File: config.mk
export PLATFORM = sky130hd
export DESIGN_NAME = rxq_head_bank
export DESIGN_NICKNAME = d
export VERILOG_FILES = /design/src/rtl/rxq_pkg.sv /design/src/rtl/rxq_addr_decode.sv /design/src/rtl/rxq_slot.sv /design/src/rtl/rxq_err_status.sv /design/src/rtl/rxq_head_bank.sv
export SDC_FILE = /design/constraint.sdc
export NUM_CORES = 1
export LEC_CHECK = 0
export BUFFER_PORTS_ARGS = -buffer_cell sky130_fd_sc_hd__clkbuf_2
export CAP_MARGIN = 20
export CELL_PAD_IN_SITES_DETAIL_PLACEMENT = 1
export CELL_PAD_IN_SITES_GLOBAL_PLACEMENT = 2
export CORE_MARGIN = 1.5
export CORE_UTILIZATION = 38
export DETAILED_ROUTE_END_ITERATION = 12
export GPL_TIMING_DRIVEN = 0
export PLACE_DENSITY = 0.95
export SYNTH_ARGS = -nofsm -noshare
export SYNTH_HDL_FRONTEND = slang
export SYNTH_SLANG_ARGS = --single-unit
File: constraint.sdc
create_clock -name clk -period 4 [get_ports clk]
set_input_delay 0.6 -clock clk [delete_from_list [all_inputs] [get_ports clk]]
set_output_delay 0.6 -clock clk [all_outputs]
set_load 0.02 [all_outputs]
File: src/rtl/rxq_pkg.sv
package rxq_pkg;
    // Which register space an access offset falls into
    typedef enum logic [1:0] {
        HIT_NONE      = 2'd0,
        HIT_QUEUE     = 2'd1,
        HIT_BUSY_ERR  = 2'd2,
        HIT_ALIGN_ERR = 2'd3
    } hit_e;
endpackage

File: src/rtl/rxq_addr_decode.sv
module rxq_addr_decode
    import rxq_pkg::*;
#(
    parameter int unsigned ADDR_W = 12,
    parameter int unsigned NUM_Q  = 16,
    parameter int unsigned QBASE  = 32'h600,
    localparam int unsigned IDX_W = $clog2(NUM_Q)
) (
    input  logic [ADDR_W-1:0] addr,
    output hit_e              hit,
    output logic [IDX_W-1:0]  idx
);
    localparam logic [ADDR_W-1:0] BASE_A  = ADDR_W'(QBASE);
    localparam logic [ADDR_W-1:0] SPAN_A  = ADDR_W'(4 * NUM_Q);
    localparam logic [ADDR_W-1:0] BUSY_A  = ADDR_W'(QBASE + 4 * NUM_Q);
    localparam logic [ADDR_W-1:0] ALIGN_A = ADDR_W'(QBASE + 4 * NUM_Q + 4);

    logic [ADDR_W-1:0] rel;

    always_comb begin
        rel = addr - BASE_A;
        hit = HIT_NONE;
        idx = rel[2 +: IDX_W];
        if (addr[1:0] == 2'b00 && addr >= BASE_A && rel < SPAN_A) begin
            hit = HIT_QUEUE;
        end else if (addr == BUSY_A) begin
            hit = HIT_BUSY_ERR;
        end else if (addr == ALIGN_A) begin
            hit = HIT_ALIGN_ERR;
        end
    end
endmodule

File: src/rtl/rxq_slot.sv
module rxq_slot #(
    parameter int unsigned PTR_W = 32
) (
    input  logic             clk,
    input  logic             rst_n,
    input  logic             sw_wr,
    input  logic [PTR_W-1:0] sw_data,
    input  logic             hw_clr,
    output logic [PTR_W-1:0] ptr,
    output logic             armed,
    output logic             busy_set,
    output logic             align_set
);
    typedef struct packed {
        logic [PTR_W-1:0] ptr;
        logic             armed;
    } slot_t;

    slot_t slot_d, slot_q;

    always_comb begin
        slot_d    = slot_q;
        busy_set  = 1'b0;
        align_set = 1'b0;
        if (hw_clr) begin
            // engine clear wins; a colliding write is dropped silently
            slot_d.ptr   = '0;
            slot_d.armed = 1'b0;
        end else if (sw_wr) begin
            if (slot_q.armed) begin
                busy_set = 1'b1;
            end else if (sw_data[1:0] != 2'b00) begin
                align_set = 1'b1;
            end else begin
                slot_d.ptr   = sw_data;
                slot_d.armed = |sw_data;
            end
        end
    end

    always_ff @(posedge clk or negedge rst_n) begin
        if (!rst_n) begin
            slot_q <= '0;
        end else begin
            slot_q <= slot_d;
        end
    end

    assign ptr   = slot_q.ptr;
    assign armed = slot_q.armed;
endmodule

File: src/rtl/rxq_err_status.sv
module rxq_err_status #(
    parameter int unsigned NUM_Q = 16
) (
    input  logic             clk,
    input  logic             rst_n,
    input  logic [NUM_Q-1:0] busy_set,
    input  logic [NUM_Q-1:0] align_set,
    input  logic             busy_w1c,
    input  logic             align_w1c,
    input  logic [NUM_Q-1:0] w1c_mask,
    output logic [NUM_Q-1:0] busy_err,
    output logic [NUM_Q-1:0] align_err,
    output logic             irq
);
    typedef struct packed {
        logic [NUM_Q-1:0] busy;
        logic [NUM_Q-1:0] align;
        logic             irq;
    } err_t;

    err_t err_d, err_q;

    always_comb begin
        err_d = err_q;
        if (busy_w1c) begin
            err_d.busy = err_d.busy & ~w1c_mask;
        end
        if (align_w1c) begin
            err_d.align = err_d.align & ~w1c_mask;
        end
        err_d.busy  = err_d.busy | busy_set;
        err_d.align = err_d.align | align_set;
        err_d.irq   = (|err_d.busy) | (|err_d.align);
    end

    always_ff @(posedge clk or negedge rst_n) begin
        if (!rst_n) begin
            err_q <= '0;
        end else begin
            err_q <= err_d;
        end
    end

    assign busy_err  = err_q.busy;
    assign align_err = err_q.align;
    assign irq       = err_q.irq;
endmodule

File: src/rtl/rxq_head_bank.sv
module rxq_head_bank
    import rxq_pkg::*;
#(
    parameter int unsigned NUM_Q  = 16,
    parameter int unsigned ADDR_W = 12,
    parameter int unsigned PTR_W  = 32,
    parameter int unsigned QBASE  = 32'h600,
    localparam int unsigned IDX_W = $clog2(NUM_Q)
) (
    input  logic                   clk,
    input  logic                   rst_n,
    input  logic                   wr_en,
    input  logic                   rd_en,
    input  logic [ADDR_W-1:0]      addr,
    input  logic [PTR_W-1:0]       wr_data,
    output logic [PTR_W-1:0]       rd_data,
    output logic                   rd_valid,
    input  logic                   clr_valid,
    input  logic [IDX_W-1:0]       clr_idx,
    output logic [NUM_Q-1:0]       q_armed,
    output logic [NUM_Q*PTR_W-1:0] q_ptr,
    output logic                   irq
);
    hit_e                        hit;
    logic [IDX_W-1:0]            hit_idx;
    logic [NUM_Q-1:0][PTR_W-1:0] ptr_arr;
    logic [NUM_Q-1:0]            busy_set;
    logic [NUM_Q-1:0]            align_set;
    logic [NUM_Q-1:0]            busy_err_w;
    logic [NUM_Q-1:0]            align_err_w;

    rxq_addr_decode #(
        .ADDR_W (ADDR_W),
        .NUM_Q  (NUM_Q),
        .QBASE  (QBASE)
    ) dec_i (
        .addr (addr),
        .hit  (hit),
        .idx  (hit_idx)
    );

    for (genvar g = 0; g < NUM_Q; g++) begin : g_slot
        logic sw_wr_g;
        logic hw_clr_g;
        assign sw_wr_g  = wr_en && (hit == HIT_QUEUE) && (hit_idx == IDX_W'(g));
        assign hw_clr_g = clr_valid && (clr_idx == IDX_W'(g));

        rxq_slot #(.PTR_W(PTR_W)) slot_i (
            .clk       (clk),
            .rst_n     (rst_n),
            .sw_wr     (sw_wr_g),
            .sw_data   (wr_data),
            .hw_clr    (hw_clr_g),
            .ptr       (ptr_arr[g]),
            .armed     (q_armed[g]),
            .busy_set  (busy_set[g]),
            .align_set (align_set[g])
        );
    end

    rxq_err_status #(.NUM_Q(NUM_Q)) err_i (
        .clk       (clk),
        .rst_n     (rst_n),
        .busy_set  (busy_set),
        .align_set (align_set),
        .busy_w1c  (wr_en && hit == HIT_BUSY_ERR),
        .align_w1c (wr_en && hit == HIT_ALIGN_ERR),
        .w1c_mask  (wr_data[NUM_Q-1:0]),
        .busy_err  (busy_err_w),
        .align_err (align_err_w),
        .irq       (irq)
    );

    assign q_ptr = ptr_arr;

    // registered read port, one cycle latency
    typedef struct packed {
        logic             valid;
        logic [PTR_W-1:0] data;
    } rd_t;

    rd_t rd_d, rd_q;

    always_comb begin
        rd_d.valid = rd_en;
        rd_d.data  = '0;
        if (rd_en) begin
            unique case (hit)
                HIT_QUEUE:     rd_d.data = ptr_arr[hit_idx];
                HIT_BUSY_ERR:  rd_d.data = PTR_W'(busy_err_w);
                HIT_ALIGN_ERR: rd_d.data = PTR_W'(align_err_w);
                default:       rd_d.data = '0;
            endcase
        end
    end

    always_ff @(posedge clk or negedge rst_n) begin
        if (!rst_n) begin
            rd_q <= '0;
        end else begin
            rd_q <= rd_d;
        end
    end

    assign rd_valid = rd_q.valid;
    assign rd_data  = rd_q.data;
endmodule

# == After elaboration in Yosys (flattened, before gate mapping) ==
# Index checks and enable logic that the tools add are counted.
# totals
register_bits,594
# classes
n_mux,155
addsub,1
bitwise,6
n_lt_le_gt_ge,3
reduce_logical,76
n_eq_ne,67
# ops
operator,count
33-bit 2-to-1 mux,49
32-bit binary-select mux with 4-bit select,1
1-bit 2-to-1 mux,97
32-bit one-hot mux with 3 select lines,1
"4-bit == test, second input constant",16
32-bit 2-to-1 mux,2
"2-bit != test, second input constant",32
3-bit AND reduction,16
1-bit logical AND,37
2-bit nonzero test,17
16-bit bitwise AND,2
"4-bit by 3-bit == test with 1-bit output, second input constant",8
16-bit 2-to-1 mux,2
16-bit bitwise OR,2
16-bit OR reduction,2
32-bit OR reduction,1
"12-bit by 11-bit == test with 1-bit output, second input constant",2
"4-bit by 2-bit == test with 1-bit output, second input constant",4
16-bit inverter,1
"12-bit by 11-bit >= comparator with 1-bit output, second input constant",1
"12-bit by 7-bit less-than comparator with 1-bit output, second input constant",1
"12-bit by 11-bit subtractor with 12-bit output, second input constant",1
"4-bit by 1-bit == test with 1-bit output, second input constant",2
4-bit logical NOT,2
other kinds (6),9

# == Logic depth before layout (Yosys ltp) ==
# Gate-level depths: netlist of the first run.
# depth
depth_word,12
depth_mapped,10
depth_no_buf,8

# == Hierarchy ==
# From an unflattened synthesis of the first run, not the netlist that was laid out.
# unflattened
hier_cells,1997
hier_area_um2,27552.7
# by_module_without_submodules
module,area_per_inst_um2,cells_per_inst,instances
rxq_slot,1290.0,91,16
rxq_head_bank,5322.6,403,1
rxq_err_status,1466.4,120,1
rxq_addr_decode,123.9,18,1

# == Worst setup path after synthesis of the first run ==
# OpenSTA, ideal clock, no wires.
# synth_path
path_kind,in2reg
startpoint,in addr[9]
endpoint,reg g_slot[4].slot_i.slot_q (netlist bit g_slot[4].slot_i.ptr[31])
required_ns,3.859
path_buffers,3
stages,10
setup_slack_ns,0.904
arrival_time_ns,2.954
setup_ns,0.141
path_cell_list,ha_1 -> or3b_1 -> a2111o_1 -> or3_4 -> buf_6 -> or3_1 -> clkbuf_1 -> buf_4 -> nand2_1 -> a21oi_1
# synth_via
elab_chain_cells,9
word_cells_on_any_way,15
classes_between,add/sub: 1; order compare: 2; eq/ne: 3; mux: 3; reduce/logical: 6
# synth_lines
item,line_no,text
"start, declared",rxq_head_bank.sv:14,"input logic [ADDR_W-1:0] addr,"
"12-bit by 11-bit subtractor with 12-bit output, or another cell as far along",rxq_addr_decode.sv:21,rel = addr - BASE_A;
"12-bit by 7-bit less-than comparator with 1-bit output, or another cell as far along",rxq_addr_decode.sv:24,if (addr[1:0] == 2'b00 && addr >= BASE_A && rel < SPAN_A) begin
1-bit logical AND or 2-bit 2-to-1 mux (tied branches),"rxq_addr_decode.sv:24, rxq_addr_decode.sv:26",
2-bit 2-to-1 mux (*),rxq_addr_decode.sv:24,
2-bit by 1-bit == test with 1-bit output (*),rxq_head_bank.sv:45,assign sw_wr_g = wr_en && (hit == HIT_QUEUE) && (hit_idx == IDX_W'(g));
1-bit logical AND (*) (2 in series),rxq_head_bank.sv:45,
2-bit nonzero test (no line) (*),n/a,
3-bit AND reduction (no line) (*),n/a,
"end signal, assigned",rxq_slot.sv:45,slot_q <= slot_d;
"end, declared",rxq_slot.sv:19,"slot_t slot_d, slot_q;"
# Mark *: on every way between the ends. The rest lies on a longest branch, timed or not.
# A chain may end at the register's enable or synchronous reset.

# == Final worst setup path of the first run ==
# layout_path
startpoint,in addr[9]
endpoint,reg g_slot[12].slot_i.slot_q (netlist bit g_slot[12].slot_i.ptr[15])
# layout_via
elab_chain_cells,9
word_cells_on_any_way,15
classes_between,add/sub: 1; order compare: 2; eq/ne: 3; mux: 3; reduce/logical: 6
# layout_lines
item,line_no
"12-bit by 11-bit subtractor with 12-bit output, or another cell as far along",rxq_addr_decode.sv:21
"12-bit by 7-bit less-than comparator with 1-bit output, or another cell as far along",rxq_addr_decode.sv:24
1-bit logical AND or 2-bit 2-to-1 mux (tied branches),"rxq_addr_decode.sv:24, rxq_addr_decode.sv:26"
2-bit 2-to-1 mux (*),rxq_addr_decode.sv:24
2-bit by 1-bit == test with 1-bit output (*),rxq_head_bank.sv:45
1-bit logical AND (*) (2 in series),rxq_head_bank.sv:45
2-bit nonzero test (no line) (*),n/a
3-bit AND reduction (no line) (*),n/a
"end signal, assigned",rxq_slot.sv:45
"end, declared",rxq_slot.sv:19
# Marked as above.

==> results.md, run 1 <==
* Share of cells above drive strength 1 at 30.74%
* Worst Path Arrival at 4410 ps
* Count leader, synth: dfrtp_1
* Setup_tns at 0 ps
* Total track usage at 41.20%
* MaxCap Viol Count at 0
* Synth cell count leaders: dfrtp_1, nand2_1, a21oi_1, mux4_2, clkbuf_1
* FILL cells at 7904
* Clock root buffer: clkbuf_16
* Syn_area_per_cell at 11.14 sq um
* Routed len/inst at 36.78 um
* Status: completed
* Post-CTS Setup Bufs at 0
* Leak pwr at 0.01646 uW
* Clk_skew at 23.34 ps
* CP Max Fanout at 10
* Area grow syn2layout at 25.65%
* Final design utilization at 48.18%
* DIE WIDTH at 271.3 um
* Worst skew pair latency at 630 ps
* Hold Vio Cnt, Final at 0
* Final Cycle Share at 96.63%
* Top cell type's share of synthesized area at 54.32%
* Asr flop ratio synth at 100.0%
* Nets at 3208
* Top Family by Delay on Critical Path: simple AND/OR/NAND/NOR gates
* Site row count at 98
* First-pass GRT wire length at 212.7 mm
* Clock sinks at 594
* Pre-antenna DRT Iters at 5
* Final ANT Viol Nets at 0
* Drt first-iter violations at 3010
* Unique masters post-synth at 62
* Seq/Total Area, Yosys at 54.32%
* Grt total ovfl at 0
* Vias/cell at 6.300
* Post-route cell area at 0.03438 sq mm
* Placement Cell Area at 0.03190 sq mm
* Total of warnings raised by yosys at 0
* Largest net degree at the start of global routing at 109
* Final min period at 3865 ps
* Critical path launch point type: primary input
* Required time of the critical path at 4550 ps
* Cell Area, Synth at 0.02736 sq mm
* Least-Margin Pin Slew at 1204 ps
* Routed wire length at 152.9 mm
* Die area at 0.07363 sq mm
* Final-report setup violation count at 0
* Post-synth EDFFs at 0
* Clock transition at the registers of the reported paths at 60 ps
* Port bufs at 604
* Cells after DPL at 4028
* # hold bufs at CTS at 0
* Place WS at -558.6 ps
* # resized after CTS at 0
* Worst rel slew slack at 19.77%
* DR vias at 26191
* Htree depth at 3
* Pwr/cell area at 411.2 mW/mm^2
* Starting Density at 38.34%
* Cell Chain, Critical Path: clkbuf_2, ha_1, or3b_1, a2111oi_4, nand3_2, nor4_1, clkbuf_1, a22o_1
* RePlAce Congestion at 1.012
* Die Y at 271.3 um
* # DRC at 0
* Final Non-Filler Cells at 4157
* CTS tree: yes
* Worst path buffer plus inverter count at 2
* CTS max path bufs at 3
* DP Wirelength at 118.3 mm
* Syn nets at 2511
* CTS Buf Count at 69
* Setup ws final at 135.0 ps
* CP peak stage delay at 790 ps
* HP Class: in2async
* Seq cells post-synth at 594
* CP max-delay cell: nor4_1
* Synth area leaders: dfrtp_1, mux4_2, nand2_1
* RSZ-0062 raised after global routing: false
* Prevailing post-synth register cell: dfrtp_1
* Post-Syn Instances at 2457
* Final Max Slew Viols at 0
* Initial antenna violation count at 8
* Peak Freq at 0.2587 GHz
* Ports at 615
* Peak supply drop at 0.0002893 V
* Yosys top cell by area: dfrtp_1
* Core Area at 0.07136 sq mm
* Crit Path Class: in2reg
* Vias in the first global route at 26823
* Setup crit end kind: flop
==> worst paths after layout <==
path / from / endpoint / slack, ps / cells past startpoint
min: rst_n / g_slot[2].slot_i.ptr[9] / 20 / 1
min reg2reg: g_slot[13].slot_i.ptr[31] / g_slot[13].slot_i.ptr[31] / 510 / 2
max reg2reg: g_slot[8].slot_i.armed / g_slot[8].slot_i.ptr[28] / 1210 / 6
max: addr[9] / g_slot[12].slot_i.ptr[15] / 130 / 8
max in group asynchronous: rst_n / g_slot[5].slot_i.ptr[27] / 2130 / 4
min in group clk: wr_data[0] / err_i.align_err[0] / 290 / 2
==> per-layer routing <==
layer,wire [um],GRT usage (%)
met1,54610,49.03
met2,72380,66.80
met3,15400,11.67
met4,10450,24.12
met5,81,0
==> final cells by class <==
cell class                 instances  area [sq um]  area share (%)
multi-input combinational       1604         11370           33.07
tap                              950          1189           3.457
clock buffer                      95          2027           5.895
sequential                       594         14860           43.23
antenna                            3         7.507         0.02183
inverter                          16         60.06          0.1747
clock inverter                    26         367.9           1.070
timing repair buffer             626          3411           9.920
buffer                           243          1086           3.159
==> sequential cells by signal, summed over array words and instances, names as in the netlist <==
| name | flops |
|---|---|
| rd_valid | 1 |
| err_i.align_err | 16 |
| g_slot.slot_i.armed | 16 |
| g_slot.slot_i.ptr | 512 |
| err_i.busy_err | 16 |
| err_i.irq | 1 |
| rd_data | 32 |
==> cells by family after synthesis <==
logic type / after synthesis / synth area share, %
adder cells (fa/ha/maj): 1 / 0.04572
buffers and inverters: 259 / 4.188
AO/OA/AOI/OAI: 588 / 14.34
flip-flops: 594 / 54.32
AND/OR/NAND/NOR: 839 / 13.35
multiplexers: 176 / 13.75
==> through the flow <==
stage	hold WS, ps	total power [uW]
floorplan	304.4	6725
global placement	482.2	7318
detailed placement	495.5	7361
CTS	44.67	14090
global route	66.30	14400
finish	22.99	14140
==> where the power goes <==
part	switching (uW)	total, uW	leakage [uW]	internal, uW
combinational	820	1100	0.00701	282
sequential	96.0	6180	0.00827	6090
clock	2790	6850	0.00118	4070
==> cells in the final DEF (no fill, tap or decap), drive strengths merged, types with 10 or more instances in the layout <==
cell type / instances
clkbuf: 857
dfrtp: 594
nand2: 531
a21oi: 244
mux4: 160
a22o: 136
nor2: 128
buf: 107
o31ai: 82
o21ai: 60
and3: 32
and2: 23
nor2b: 20
a32o: 20
nor4: 19
nor3: 19
inv: 17
mux2i: 16
nand3: 16
clkinv: 14
or3: 10
No activity file was read; power rests on OpenSTA's default activity.
==> run 2: changes to the inputs <==
- CORE_UTILIZATION: 38 -> 30
- PLACE_DENSITY: 0.95 -> unset
- PLACE_DENSITY_LB_ADDON: unset -> 0.08
==> run 2 against run 1 <==
Net effect: clock skew about the same; global-route usage down 6.5 points; flip-flop and latch count stayed put; via count down 3.0%; register-to-register slack got worse by 180 ps; combinational power barely moved; worst hold slack gained 7.5 ps; sequential share of layout area fell by 0.53 points; setup slack worse by 26 ps; sequential power is essentially flat; critical path type unchanged.
==> results.md, run 2 (synthesis results as in run 1) <==
* Final design utilization at 38.62% (was 48.18%)
* Share of cells above drive strength 1 at 31.15% (was 30.74%)
* Final Max Slew Viols at 0 (unchanged)
* Placement Cell Area at 0.03235 sq mm (was 0.03190 sq mm)
* CP peak stage delay at 760 ps (was 790 ps)
* Vias/cell at 5.776 (was 6.300)
* RePlAce Congestion at 0.9401 (was 1.012)
* Worst rel slew slack at 17.33% (was 19.77%)
* Final Cycle Share at 97.28% (was 96.63%)
* Routed len/inst at 37.09 um (was 36.78 um)
* Port bufs at 604 (unchanged)
* Setup ws final at 108.8 ps (was 135.0 ps)
* Htree depth at 3 (unchanged)
* HP Class: in2async (unchanged)
* Max reg flops at 512 (unchanged)
* Initial antenna violation count at 5 (was 8)
* DIE WIDTH at 305.0 um (was 271.3 um)
* Ports at 615 (unchanged)
* Worst path buffer plus inverter count at 3 (was 2)
* DR vias at 25396 (was 26191)
* Grt total ovfl at 0 (unchanged)
* Clock root buffer: clkbuf_16 (unchanged)
* RSZ-0062 raised after global routing: false (unchanged)
* Required time of the critical path at 4510 ps (was 4550 ps)
* Pwr/cell area at 405.1 mW/mm^2 (was 411.2 mW/mm^2)
* Final-report setup violation count at 0 (unchanged)
* Met2 Usage GRT at 57.58% (was 66.80%)
* Post-CTS Setup Bufs at 0 (unchanged)
* M3 GR Usage at 7.586% (was 11.67%)
* Setup_tns at 0 ps (unchanged)
* Clk_skew at 23.22 ps (was 23.34 ps)
* Area grow syn2layout at 27.22% (was 25.65%)
* Most common cell after layout, fill and taps aside: clkbuf_2 (unchanged)
* Clock sinks at 594 (unchanged)
* Total track usage at 34.66% (was 41.20%)
* MaxCap Viol Count at 0 (unchanged)
* Design Power at 14100 uW (was 14140 uW)
* # DRC at 0 (unchanged)
* CTS max path bufs at 3 (unchanged)
* Cell Chain, Critical Path: clkbuf_2, ha_1, or3b_1, a2111oi_4, nand2_1, nor3_1, a21oi_1, buf_6, clkbuf_1, a22o_1 (was clkbuf_2, ha_1, or3b_1, a2111oi_4, nand3_2, nor4_1, clkbuf_1, a22o_1)
* Drt first-iter violations at 2323 (was 3010)
* Peak supply drop at 0.0003206 V (was 0.0002893 V)
* Critical path launch point type: primary input (unchanged)
* Nets at 3223 (was 3208)
* Final ANT Viol Nets at 0 (unchanged)
* Status: completed (unchanged)
* First-pass GRT wire length at 223.8 mm (was 212.7 mm)
* Final min period at 3891 ps (was 3865 ps)
* CP Max Fanout at 10 (unchanged)
* CP max-delay cell: a2111oi_4 (was nor4_1)
* CTS tree: yes (unchanged)
* Core Area at 0.09015 sq mm (was 0.07136 sq mm)
* Pre-antenna DRT Iters at 5 (unchanged)
* Worst skew pair latency at 630 ps (about the same)
* Starting Density at 30.35% (was 38.34%)
* Place WS at -725.2 ps (was -558.6 ps)
* Highest-count cells in the layout ignoring fill and taps: clkbuf_2, dfrtp_1, nand2_1, a21oi_1, clkbuf_1 (unchanged)
* Post-route cell area at 0.03481 sq mm (was 0.03438 sq mm)
* Site row count at 110 (was 98)
* Crit Path Class: in2reg (unchanged)
* Leak pwr at 0.01655 uW (was 0.01646 uW)
* Hold Vio Cnt, Final at 0 (unchanged)
* Setup crit end kind: flop (unchanged)
* Peak Freq at 0.2570 GHz (was 0.2587 GHz)
* M1 GR Usage at 44.29% (was 49.03%)
* Most Used Layer, Global Route: met2 (unchanged)
* Vias in the first global route at 26334 (was 26823)
* Die area at 0.09303 sq mm (was 0.07363 sq mm)
* Least-Margin Pin Slew at 1240 ps (was 1204 ps)
* Die Y at 305.0 um (was 271.3 um)
* Largest net degree at the start of global routing at 114 (was 109)
* Routed wire length at 163.1 mm (was 152.9 mm)
* Worst Path Arrival at 4410 ps (about the same)
* DP Wirelength at 125.5 mm (was 118.3 mm)
* CTS Buf Count at 74 (was 69)
* Clock transition at the registers of the reported paths at 60 ps (about the same)
* Top Family by Delay on Critical Path: compound AO/OA/AOI/OAI gates (was simple AND/OR/NAND/NOR gates)
==> run 2: cell count changes in the layout (fill, tap and decap cells not counted), sizes merged <==
cell           previous run  this run
clkinvlp                  3         1
clkbuf                  857       869
buf                     107       117
clkdlybuf4s15             0         1
bufinv                    8         3
diode                     3         1
==> run 2: path summary, 6_finish.rpt <==
| path | end | start | slack, ps | cells past startpoint |
|---|---|---|---|---|
| setup / recovery | g_slot[1].slot_i.ptr[15] | addr[9] | 110 | 10 |
| min in group clk | g_slot[11].slot_i.ptr[31] | wr_data[31] | 320 | 2 |
| setup reg to reg | g_slot[8].slot_i.ptr[29] | g_slot[8].slot_i.armed | 1030 | 5 |
| max in group asynchronous | g_slot[2].slot_i.ptr[29] | rst_n | 2860 | 2 |
| hold / removal | rd_data[0] | rst_n | 30 | 1 |
| hold reg to reg | g_slot[3].slot_i.ptr[30] | g_slot[3].slot_i.ptr[30] | 520 | 2 |
==> run 2: where the power goes <==
part	total [uW]	switching (uW)	internal, uW
Sequential	6200	117	6090
Combinational	1090	810	285
Clock	6800	2860	3940
==> run 2: routing by layer <==
metal,part of all wire (%),vias to the layer above
li1,-,10257
met1,40,13736
met2,48,1150
met3,7.1,247
met4,4.1,6
met5,0.025,-
==> run 2: area by class of cell <==
type | instances | area (sq um)
fill | 10042 | 55340
sequential | 594 | 14860
multi-input combinational | 1604 | 11390
timing repair buffer | 638 | 3545
clock buffer | 108 | 2160
tap | 1176 | 1471
buffer | 241 | 1095
clock inverter | 19 | 225.2
inverter | 16 | 60.06
antenna | 1 | 2.502
==> run 2: per-stage QoR <==
step                instances  hold WS [ps]
floorplan                2457         304.4
global placement         4237         485.1
detailed placement       4266         504.1
CTS                      4393         47.86
global route             4396         58.96
finish                   4397         30.49
==> run 2: repair_timing <==
item / 4_1_cts / 5_1_grt
hold buffers: 0 / 0
hold endpoints to repair: 0 / 0
resized for setup: 1 / 6
endpoints found under the setup margin: 30 / 26
